### src/rtl/hz_pkg.sv
package hz_pkg;
   localparam int CLS_W = 3;

   typedef enum logic [CLS_W-1:0] {
      CLS_RR     = 3'd0,
      CLS_RI     = 3'd1,
      CLS_LOAD   = 3'd2,
      CLS_STORE  = 3'd3,
      CLS_BRANCH = 3'd4
   } op_cls_e;

   typedef enum logic [1:0] {
      SEL_RF    = 2'b00,
      SEL_EXMEM = 2'b01,
      SEL_MEMWB = 2'b10
   } fwd_sel_e;
endpackage

### src/rtl/hz_dest_decode.sv
module hz_dest_decode
   import hz_pkg::*;
#(
   parameter int IW             = 32,
   parameter int RW             = 5,
   parameter int SRC2_POS       = 11,
   parameter int RRDST_POS      = 16,
   parameter bit ZERO_REG_CONST = 1'b1
) (
   input  logic [IW-1:0]    instr,
   input  logic [CLS_W-1:0] cls,
   input  logic             vld,
   output logic [RW-1:0]    dst,
   output logic             wr
);
   localparam int RI_LO = IW - SRC2_POS - RW;
   localparam int RR_LO = IW - RRDST_POS - RW;

   logic writes;
   logic nonzero;

   always_comb begin
      dst    = '0;
      writes = 1'b0;
      case (cls)
         CLS_RR: begin
            dst    = instr[RR_LO +: RW];
            writes = 1'b1;
         end
         CLS_RI, CLS_LOAD: begin
            dst    = instr[RI_LO +: RW];
            writes = 1'b1;
         end
         default: begin
            dst    = '0;
            writes = 1'b0;
         end
      endcase
   end

   generate
      if (ZERO_REG_CONST) begin : g_zero_const
         assign nonzero = |dst;
      end else begin : g_zero_plain
         assign nonzero = 1'b1;
      end
   endgenerate

   assign wr = vld & writes & nonzero;

   always_comb begin
      if (wr && ZERO_REG_CONST)
         p_wr_nonzero_r7: assert (dst != '0);
      if (wr)
         p_wr_class_r3: assert (cls == CLS_RR || cls == CLS_RI || cls == CLS_LOAD);
   end
endmodule

### src/rtl/hz_src_decode.sv
module hz_src_decode
   import hz_pkg::*;
#(
   parameter int IW       = 32,
   parameter int RW       = 5,
   parameter int SRC1_POS = 6,
   parameter int SRC2_POS = 11
) (
   input  logic [IW-1:0]    instr,
   input  logic [CLS_W-1:0] cls,
   input  logic             vld,
   output logic [RW-1:0]    src1,
   output logic [RW-1:0]    src2,
   output logic             rd1,
   output logic             rd2
);
   localparam int S1_LO = IW - SRC1_POS - RW;
   localparam int S2_LO = IW - SRC2_POS - RW;

   logic use1;
   logic use2;

   assign src1 = instr[S1_LO +: RW];
   assign src2 = instr[S2_LO +: RW];

   always_comb begin
      case (cls)
         CLS_RR, CLS_STORE: begin
            use1 = 1'b1;
            use2 = 1'b1;
         end
         CLS_RI, CLS_LOAD, CLS_BRANCH: begin
            use1 = 1'b1;
            use2 = 1'b0;
         end
         default: begin
            use1 = 1'b0;
            use2 = 1'b0;
         end
      endcase
   end

   assign rd1 = vld & use1;
   assign rd2 = vld & use2;

   always_comb begin
      if (rd2)
         p_rd2_implies_rd1_r2: assert (rd1);
   end
endmodule

### src/rtl/hz_fwd_pick.sv
module hz_fwd_pick
   import hz_pkg::*;
#(
   parameter int RW = 5
) (
   input  logic [RW-1:0] src,
   input  logic          used,
   input  logic [RW-1:0] ex_dst,
   input  logic          ex_ok,
   input  logic [RW-1:0] wb_dst,
   input  logic          wb_ok,
   output fwd_sel_e      sel
);
   logic ex_hit;
   logic wb_hit;

   assign ex_hit = used & ex_ok & (ex_dst == src);
   assign wb_hit = used & wb_ok & (wb_dst == src);

   always_comb begin
      if (ex_hit)
         sel = SEL_EXMEM;
      else if (wb_hit)
         sel = SEL_MEMWB;
      else
         sel = SEL_RF;
   end

   always_comb begin
      p_sel_code_r1: assert (sel != 2'b11);
      if (sel == SEL_MEMWB)
         p_older_loses_r6: assert (!(ex_ok && ex_dst == src));
      if (!used)
         p_unread_rf_r2: assert (sel == SEL_RF);
   end
endmodule

### src/rtl/hz_load_interlock.sv
module hz_load_interlock #(
   parameter int RW = 5
) (
   input  logic          ld_act,
   input  logic [RW-1:0] ld_dst,
   input  logic [RW-1:0] c_src1,
   input  logic          c_rd1,
   input  logic [RW-1:0] c_src2,
   input  logic          c_rd2,
   output logic          stall
);
   logic hit1;
   logic hit2;

   assign hit1  = c_rd1 & (c_src1 == ld_dst);
   assign hit2  = c_rd2 & (c_src2 == ld_dst);
   assign stall = ld_act & (hit1 | hit2);

   always_comb begin
      if (stall)
         p_stall_needs_reader_r10: assert (c_rd1 || c_rd2);
   end
endmodule

### src/rtl/hz_forward_unit.sv
module hz_forward_unit
   import hz_pkg::*;
#(
   parameter int IW             = 32,
   parameter int RW             = 5,
   parameter int SRC1_POS       = 6,
   parameter int SRC2_POS       = 11,
   parameter int RRDST_POS      = 16,
   parameter bit ZERO_REG_CONST = 1'b1
) (
   input  logic [IW-1:0]    ifid_instr,
   input  logic [CLS_W-1:0] ifid_cls,
   input  logic             ifid_vld,
   input  logic [IW-1:0]    idex_instr,
   input  logic [CLS_W-1:0] idex_cls,
   input  logic             idex_vld,
   input  logic [IW-1:0]    exmem_instr,
   input  logic [CLS_W-1:0] exmem_cls,
   input  logic             exmem_vld,
   input  logic [IW-1:0]    memwb_instr,
   input  logic [CLS_W-1:0] memwb_cls,
   input  logic             memwb_vld,
   output logic [1:0]       fwd_a_sel,
   output logic [1:0]       fwd_b_sel,
   output logic             load_stall
);
   localparam int N_PROD = 3;   // ID/EX, EX/MEM, MEM/WB
   localparam int N_READ = 2;   // IF/ID, ID/EX
   localparam int N_OPS  = 2;
   localparam int P_IDEX = 0, P_EXMEM = 1, P_MEMWB = 2;
   localparam int Q_IFID = 0, Q_IDEX = 1;
   localparam int A_LO   = IW - SRC1_POS - RW;
   localparam int B_LO   = IW - SRC2_POS - RW;

   generate
      if (SRC1_POS + RW > IW || SRC2_POS + RW > IW || RRDST_POS + RW > IW)
         $error("hz_forward_unit: a register field lies outside the word");
      if (SRC1_POS == SRC2_POS)
         $error("hz_forward_unit: source fields overlap");
      if (RW < 1)
         $error("hz_forward_unit: register width must be positive");
   endgenerate

   logic [IW-1:0]    p_instr [N_PROD];
   logic [CLS_W-1:0] p_cls   [N_PROD];
   logic             p_vld   [N_PROD];
   logic [RW-1:0]    p_dst   [N_PROD];
   logic             p_wr    [N_PROD];

   logic [IW-1:0]    q_instr [N_READ];
   logic [CLS_W-1:0] q_cls   [N_READ];
   logic             q_vld   [N_READ];
   logic [RW-1:0]    q_src1  [N_READ];
   logic [RW-1:0]    q_src2  [N_READ];
   logic             q_rd1   [N_READ];
   logic             q_rd2   [N_READ];

   assign p_instr[P_IDEX]  = idex_instr;
   assign p_cls[P_IDEX]    = idex_cls;
   assign p_vld[P_IDEX]    = idex_vld;
   assign p_instr[P_EXMEM] = exmem_instr;
   assign p_cls[P_EXMEM]   = exmem_cls;
   assign p_vld[P_EXMEM]   = exmem_vld;
   assign p_instr[P_MEMWB] = memwb_instr;
   assign p_cls[P_MEMWB]   = memwb_cls;
   assign p_vld[P_MEMWB]   = memwb_vld;

   assign q_instr[Q_IFID] = ifid_instr;
   assign q_cls[Q_IFID]   = ifid_cls;
   assign q_vld[Q_IFID]   = ifid_vld;
   assign q_instr[Q_IDEX] = idex_instr;
   assign q_cls[Q_IDEX]   = idex_cls;
   assign q_vld[Q_IDEX]   = idex_vld;

   genvar g;
   generate
      for (g = 0; g < N_PROD; g++) begin : g_prod
         hz_dest_decode #(
            .IW(IW), .RW(RW), .SRC2_POS(SRC2_POS),
            .RRDST_POS(RRDST_POS), .ZERO_REG_CONST(ZERO_REG_CONST)
         ) i_dest (
            .instr(p_instr[g]), .cls(p_cls[g]), .vld(p_vld[g]),
            .dst(p_dst[g]), .wr(p_wr[g])
         );
      end
      for (g = 0; g < N_READ; g++) begin : g_read
         hz_src_decode #(
            .IW(IW), .RW(RW), .SRC1_POS(SRC1_POS), .SRC2_POS(SRC2_POS)
         ) i_src (
            .instr(q_instr[g]), .cls(q_cls[g]), .vld(q_vld[g]),
            .src1(q_src1[g]), .src2(q_src2[g]),
            .rd1(q_rd1[g]), .rd2(q_rd2[g])
         );
      end
   endgenerate

   // EX/MEM holds an address, not data, for a load: it may not bypass.
   logic ex_ok;
   logic ld_act;
   assign ex_ok  = p_wr[P_EXMEM] & (exmem_cls != CLS_LOAD);
   assign ld_act = p_wr[P_IDEX] & (idex_cls == CLS_LOAD);

   logic [RW-1:0] op_src  [N_OPS];
   logic          op_used [N_OPS];
   fwd_sel_e      op_sel  [N_OPS];

   assign op_src[0]  = q_src1[Q_IDEX];
   assign op_used[0] = q_rd1[Q_IDEX];
   assign op_src[1]  = q_src2[Q_IDEX];
   assign op_used[1] = q_rd2[Q_IDEX];

   generate
      for (g = 0; g < N_OPS; g++) begin : g_op
         hz_fwd_pick #(.RW(RW)) i_pick (
            .src(op_src[g]), .used(op_used[g]),
            .ex_dst(p_dst[P_EXMEM]), .ex_ok(ex_ok),
            .wb_dst(p_dst[P_MEMWB]), .wb_ok(p_wr[P_MEMWB]),
            .sel(op_sel[g])
         );
      end
   endgenerate

   hz_load_interlock #(.RW(RW)) i_lock (
      .ld_act(ld_act), .ld_dst(p_dst[P_IDEX]),
      .c_src1(q_src1[Q_IFID]), .c_rd1(q_rd1[Q_IFID]),
      .c_src2(q_src2[Q_IFID]), .c_rd2(q_rd2[Q_IFID]),
      .stall(load_stall)
   );

   assign fwd_a_sel = op_sel[0];
   assign fwd_b_sel = op_sel[1];

   always_comb begin
      if (!idex_vld)
         p_idle_rf_r8: assert (fwd_a_sel == 2'b00 && fwd_b_sel == 2'b00);
      if (fwd_a_sel == 2'b01 || fwd_b_sel == 2'b01)
         p_ex_src_alu_r9: assert (exmem_vld && (exmem_cls == CLS_RR || exmem_cls == CLS_RI));
      if (fwd_a_sel == 2'b10 || fwd_b_sel == 2'b10)
         p_wb_src_ok_r5: assert (memwb_vld && (memwb_cls == CLS_RR || memwb_cls == CLS_RI
                                                || memwb_cls == CLS_LOAD));
      if (fwd_a_sel != 2'b00 && ZERO_REG_CONST)
         p_a_not_zero_r7: assert (idex_instr[A_LO +: RW] != '0);
      if (fwd_b_sel != 2'b00 && ZERO_REG_CONST)
         p_b_not_zero_r7: assert (idex_instr[B_LO +: RW] != '0);
      if (load_stall)
         p_stall_by_load_r10: assert (idex_vld && idex_cls == CLS_LOAD && ifid_vld);
   end
endmodule

### config.mk
export PLATFORM = sky130hd
export DESIGN_NAME = hz_forward_unit
export DESIGN_NICKNAME = d
export VERILOG_FILES = /design/src/rtl/hz_pkg.sv /design/src/rtl/hz_dest_decode.sv /design/src/rtl/hz_src_decode.sv /design/src/rtl/hz_fwd_pick.sv /design/src/rtl/hz_load_interlock.sv /design/src/rtl/hz_forward_unit.sv
export SDC_FILE = /design/constraint.sdc
export NUM_CORES = 1
export LEC_CHECK = 0
export BUFFER_PORTS_ARGS = -buffer_cell sky130_fd_sc_hd__buf_4
export CAP_MARGIN = 30
export CORE_MARGIN = 2
export CORE_UTILIZATION = 37
export DETAILED_ROUTE_END_ITERATION = 10
export PLACE_DENSITY = 0.91
export RECOVER_POWER = 50
export SYNTH_ARGS = -nofsm -noshare
export SYNTH_HDL_FRONTEND = slang
export SYNTH_SLANG_ARGS = --single-unit
### constraint.sdc
create_clock -name vclk -period 4.67
set_input_delay 0.467 -clock vclk [all_inputs]
set_output_delay 0.467 -clock vclk [all_outputs]
set_load 0.05 [all_outputs]
==> results of run 1 <==
[Yosys cell counts, types with 6 or more instances]
library cell / number / area, sq um
nand3b_1: 7 / 52.6
nand2b_1: 6 / 37.5
buf_2: 6 / 30.0
nor2_1: 9 / 33.8
mux2i_1: 11 / 110
nor3_1: 8 / 40.0
o21ai_0: 16 / 80.1
nand2_1: 7 / 26.3
xnor2_1: 9 / 78.8
xor2_1: 15 / 131
[area by class of cell]
cell class | count | area [sq um] | share of cell area [%]
tap | 44 | 55.1 | 3.26
inverter | 6 | 22.5 | 1.33
timing repair buffer | 66 | 492 | 29.1
multi-input combinational | 157 | 1120 | 66.3
[power groups by stage]
stage          sequential (mW)  clock (mW)  combinational (mW)
2_1_floorplan                0           0              0.0799
3_3_place_gp                 0           0               0.136
3_5_place_dp                 0           0               0.140
4_1_cts                      0           0               0.140
5_1_grt                      0           0               0.154
6_report                     0           0               0.140
[per-stage QoR]
stage	std cells	total power [mW]	hold slack, ns	area [sq um]
global placement	273	0.136	1.40	1700
floorplan	177	0.0799	1.23	1220
CTS	273	0.140	1.41	1700
detailed placement	273	0.140	1.41	1700
finish	273	0.140	1.41	1690
global route	273	0.154	1.45	1690
[worst max path at each step]
stage | from | to | slack (ns) | cells past startpoint
finish | exmem_cls[1] | fwd_a_sel[0] | 1.71 | 8
global route | exmem_cls[1] | fwd_a_sel[0] | 1.59 | 8
CTS | exmem_cls[1] | fwd_a_sel[1] | 1.87 | 8
detailed placement | exmem_cls[1] | fwd_a_sel[1] | 1.87 | 8
global placement | exmem_cls[1] | fwd_a_sel[1] | 1.88 | 8
floorplan | memwb_cls[0] | fwd_b_sel[1] | 1.51 | 7
[routing by layer]
layer / up-vias / share of wire, % / GRT usage (%) / routed length (microns)
met3: 0 / 5.9 / 1.05 / 212
li1: 768 / - / - / -
met4: 0 / 0 / 0.608 / 0
met1: 705 / 45 / 24.3 / 1620
met2: 46 / 49 / 33.2 / 1770
met5: - / 0 / 0 / 0
[logic make-up (layout without fill, tap and decap cells)]
kind of cell | Yosys count | count (layout) | synth area share [%]
multiplexers | 16 | 16 | 13.9
AND/OR/NAND/NOR | 73 | 73 | 35.8
AO/OA/AOI/OAI | 44 | 44 | 25.2
buffers and inverters | 20 | 72 | 7.97
XOR/XNOR | 24 | 24 | 17.2
[worst max-delay path: stages]
cell	delay, ns
buf_4	0.16
mux2_2	0.38
mux2i_1	0.15
nor2_1	0.07
xor2_1	0.13
or4_1	0.54
nor2_1	0.11
clkbuf_1	0.47
==> summary.md, run 1 <==
| Metric | Value |
|---|---|
| Outcome | complete, no violations |
| Core Util, Final | 54.5% |
| Final Hold Viols | 0 |
| Placer Congestion | 0.875 |
| Synth Cell Area | 1220 sq um |
| Clock Power Share | 0% |
| Fin crit period | 2.96 ns |
| Hold worst-path end | fwd_b_sel[1] |
| GRT Total Usage | 18.1% |
| Sequential cell count | 0 |
| Hold Path Class | in -> out |
| CTS Hold Bufs | 0 |
| Area grow syn2layout | 38.0% |
| Yosys Warn Count | 0 |
| WS Path Type | in -> out |
| Total Routed Length | 3.61 mm |
| CP required | 4.20 ns |
| Syn nets | 321 |
| Worst-path fanout max | 13 |
| Ports | 149 |
| WHS Path Cells | 5 |
| Net Sw Frac | 46.8% |
| Post-route ant nets | 0 |
| Initial antenna violation count | 0 |
| DR pass1 iterations | 4 |
| CP Launch Type | primary input |
| Pleak | 0.702 nW |
| Peak Freq | 338 MHz |
| Net Switching | 0.0654 mW |
| # diodes | 0 |
| Slew Limit Fails | 0 |
| Maxcap violations | 0 |
| Post-synth cell types | 45 |
| Post-CTS setup buffer count | 0 |
| Register area | 0 sq um |
| Combinational Power Share | 100.0% |
| Vias | 1519 |
| Max rail drop VDD | 0.0000411 V |
| Fraction of layout cells with a size suffix above 1 | 33.2% |
| Post-Syn Instances | 177 |
| Pre-CTS WS | 1.87 ns |
| Register area share after synthesis | 0% |
| # rows | 20 |
| Crit. End Element | output port |
| Die width | 61.5 microns |
| # port buffers | 66 |
| Vias in the first global route | 1292 |
| # DRC | 0 |
| DP HPWL | 3.03 mm |
| Pwr per Cell Area | 82.6 nW/um^2 |
| Initial drt markers | 82 |
| Initial Util | 39.5% |
| Vias per cell | 5.56 |
| Gr ovfl total | 0 |
| First-pass GRT wire length | 5.53 mm |
| Fillers | 331 |
| Most frequent cells in the layout | buf_4, o21ai_0, xor2_1 |
| Nets | 375 |
| Final Setup Violations | 0 |
| Largest net degree at the start of global routing | 21 |
| Final worst slack | 1.71 ns |
| Relative slew margins | 60.3% |
| Most common cell after layout, fill and taps aside | buf_4 |
| CP arrival | 2.49 ns |
| Die area | 3790 sq um |
| Flop pwr share | 0% |
| Die Span Y | 61.5 microns |
| Worst-Margin Slew | 0.598 ns |
| Internal power | 0.0743 mW |
| Setup_tns | 0 ns |
| HP Start | idex_instr[17] |
| Number of clock buffers in the layout | 0 |
| Final period utilization | 63.4% |
| Unrepaired setup endpoints after global routing | false |
| Resize count post-CTS | 0 |
| Wire length per cell | 13.2 microns |
| Core Area | 3100 sq um |
| Syn avg cell area | 6.92 sq um |
Power figures use the tool's default switching activity.
==> inputs of run 2 (changes only) <==
--- a/config.mk
+++ b/config.mk
@@ -5,12 +5,13 @@
 export SDC_FILE = /design/constraint.sdc
 export NUM_CORES = 1
 export LEC_CHECK = 0
+export ABC_AREA = 1
 export BUFFER_PORTS_ARGS = -buffer_cell sky130_fd_sc_hd__buf_4
 export CAP_MARGIN = 30
 export CORE_MARGIN = 2
-export CORE_UTILIZATION = 37
+export CORE_UTILIZATION = 32
 export DETAILED_ROUTE_END_ITERATION = 10
-export PLACE_DENSITY = 0.91
+export PLACE_DENSITY = 0.86
 export RECOVER_POWER = 50
 export SYNTH_ARGS = -nofsm -noshare
 export SYNTH_HDL_FRONTEND = slang
==> constraint.sdc (replaced) <==
create_clock -name vclk -period 2.95
set_input_delay 0.295 -clock vclk [all_inputs]
set_output_delay 0.295 -clock vclk [all_outputs]
set_load 0.05 [all_outputs]
==> run 2 against run 1 <==
Worst setup slack worse by 0.91 ns; utilization is 3.2 points lower; via count is 6.5% higher; sequential share of layout area stayed put; routed wire length is 11% lower; hold slack worse by 0.30 ns; sequential cell count stayed put; highest routed layer is now met4; area after synthesis is 14% lower; non-clock buffer count stayed put; critical endpoint is now fwd_b_sel[0]; die area is 0.84% lower.
==> summary.md, run 2 <==
| Metric | Value |
|---|---|
| Nets | 440 |
| Die Span Y | 61.3 microns |
| Pleak | 0.956 nW |
| Pwr per Cell Area | 128 nW/um^2 |
| Number of clock buffers in the layout | 0 |
| Initial drt markers | 47 |
| WL met1 | 1.45 mm |
| # diodes | 0 |
| Register area share after synthesis | 0% |
| Final Hold Viols | 0 |
| Syn avg cell area | 4.56 sq um |
| Yosys Warn Count | 0 |
| Post-Syn Instances | 230 |
| # rows | 20 |
| Ports | 149 |
| Total Routed Length | 3.22 mm |
| Crit. End Element | output port |
| Wire length per cell | 9.54 microns |
| Placer Congestion | 0.923 |
| Initial antenna violation count | 0 |
| HP Start | ifid_cls[2] |
| WL met2 | 1.56 mm |
| Slew Limit Fails | 0 |
| GRT Total Usage | 17.0% |
| DR pass1 iterations | 4 |
| Post-route ant nets | 0 |
| First-pass GRT wire length | 5.13 mm |
| Most numerous cell in the Yosys netlist | nand2_1 |
| Final Setup Violations | 0 |
| Worst-path fanout max | 6 |
| # DRC | 0 |
| Worst-Margin Slew | 0.600 ns |
| Fraction of layout cells with a size suffix above 1 | 26.9% |
| CP arrival | 1.85 ns |
| Top layer used by detailed routing | met4 |
| Vias in the first global route | 1338 |
| Most frequent cells in the layout | nand2_1, buf_4, nand3_1 |
| Top-area cell type share of the netlist area | 29.3% |
| CP required | 2.65 ns |
| Top cells by area, synth | nand2_1, nand3_1, inv_1 |
| Post-synth cell types | 22 |
| Unrepaired setup endpoints after global routing | false |
| Largest net degree at the start of global routing | 7 |
| Maxcap violations | 0 |
| Hold worst-path end | load_stall |
| Gr ovfl total | 0 |
| Yosys top cell by area | nand2_1 |
| Die width | 61.3 microns |
| Resize count post-CTS | 0 |
| Area grow syn2layout | 50.3% |
| WS Path Type | in -> out |
| Outcome | complete, no violations |
| Fin crit period | 2.15 ns |
| Sequential cell count | 0 |
| Final period utilization | 72.7% |
| WHS Path Cells | 7 |
| # port buffers | 66 |
| Most common cell after layout, fill and taps aside | nand2_1 |
| Vias | 1618 |
| Max rail drop VDD | 0.0000641 V |
| Syn nets | 374 |
| Initial Util | 34.1% |
| Register area | 0 sq um |
| Length of routed met3 wiring | 191 microns |
| Core Area | 3080 sq um |
| Synth Cell Area | 1050 sq um |
| Total Power | 0.201 mW |
| Post-CTS setup buffer count | 0 |
| Die area | 3750 sq um |
| DP HPWL | 2.89 mm |
| Crit path launch | exmem_cls[0] |
| Setup_tns | 0 ns |
| Fillers | 340 |
| Hold Path Class | in -> out |
| CP Launch Type | primary input |
| CTS Hold Bufs | 0 |
| Relative slew margins | 60.2% |
| Peak Freq | 466 MHz |
| Vias per cell | 4.79 |
| Top post-synthesis cells by count | nand2_1, nand3_1, inv_1 |
[run 2: stage by stage]
stage	worst slack, ns	instances	util, %	hold slack, ns	area (sq um)
2_1_floorplan	0.906	230	-	0.927	1050
3_3_place_gp	1.08	338	51.5	1.09	1590
3_5_place_dp	1.07	338	51.5	1.09	1590
4_1_cts	1.06	338	51.5	1.09	1590
5_1_grt	0.639	338	51.3	1.16	1580
6_report	0.804	338	51.3	1.11	1580
[run 2: cell type report]
type                       instances  area (sq um)  share of cell area, %
inverter                          34           128                   8.09
multi-input combinational        194           907                   57.5
tap                               44          55.1                   3.49
timing repair buffer              66           488                   30.9
[run 2: where the power goes]
group | total, mW | switching (mW) | internal, mW | leakage (nW)
combinational | 0.201 | 0.103 | 0.0983 | 0.956
clock | 0 | 0 | 0 | 0
sequential | 0 | 0 | 0 | 0
total | 0.201 | 0.103 | 0.0983 | 0.956
[run 2: cell families (layout without fill, tap and decap cells)]
| family | after synthesis | in the layout | synth area share [%] |
|---|---|---|---|
| AO/OA/AOI/OAI | 10 | 10 | 5.24 |
| XOR/XNOR | 3 | 3 | 3.22 |
| buffers and inverters | 36 | 100 | 13.6 |
| AND/OR/NAND/NOR | 181 | 181 | 77.9 |
[run 2: worst max-delay path by stage]
stage	endpoint	slack (ns)	cells after the start
6_report	fwd_b_sel[0]	0.80	11
5_1_grt	fwd_b_sel[0]	0.64	11
4_1_cts	fwd_b_sel[0]	1.06	11
3_5_place_dp	fwd_b_sel[0]	1.07	11
3_3_place_gp	fwd_b_sel[1]	1.08	13
2_1_floorplan	load_stall	0.91	9
[run 2: layer usage]
metal / track usage (%) / vias up
li1: - / 866
met1: 23.3 / 697
met2: 31.2 / 53
met3: 0 / 2
met4: 0.932 / 0
met5: 0 / -
[run 2: critical path, stage by stage]
cell and delay (ns):
buf_4 0.11, inv_1 0.08, nand2_4 0.08, nor2_4 0.14
nand2_2 0.07, nand2_2 0.14, xor2_2 0.17, nor2b_2 0.15
nand3_1 0.06, nor2_1 0.09, clkbuf_1 0.48
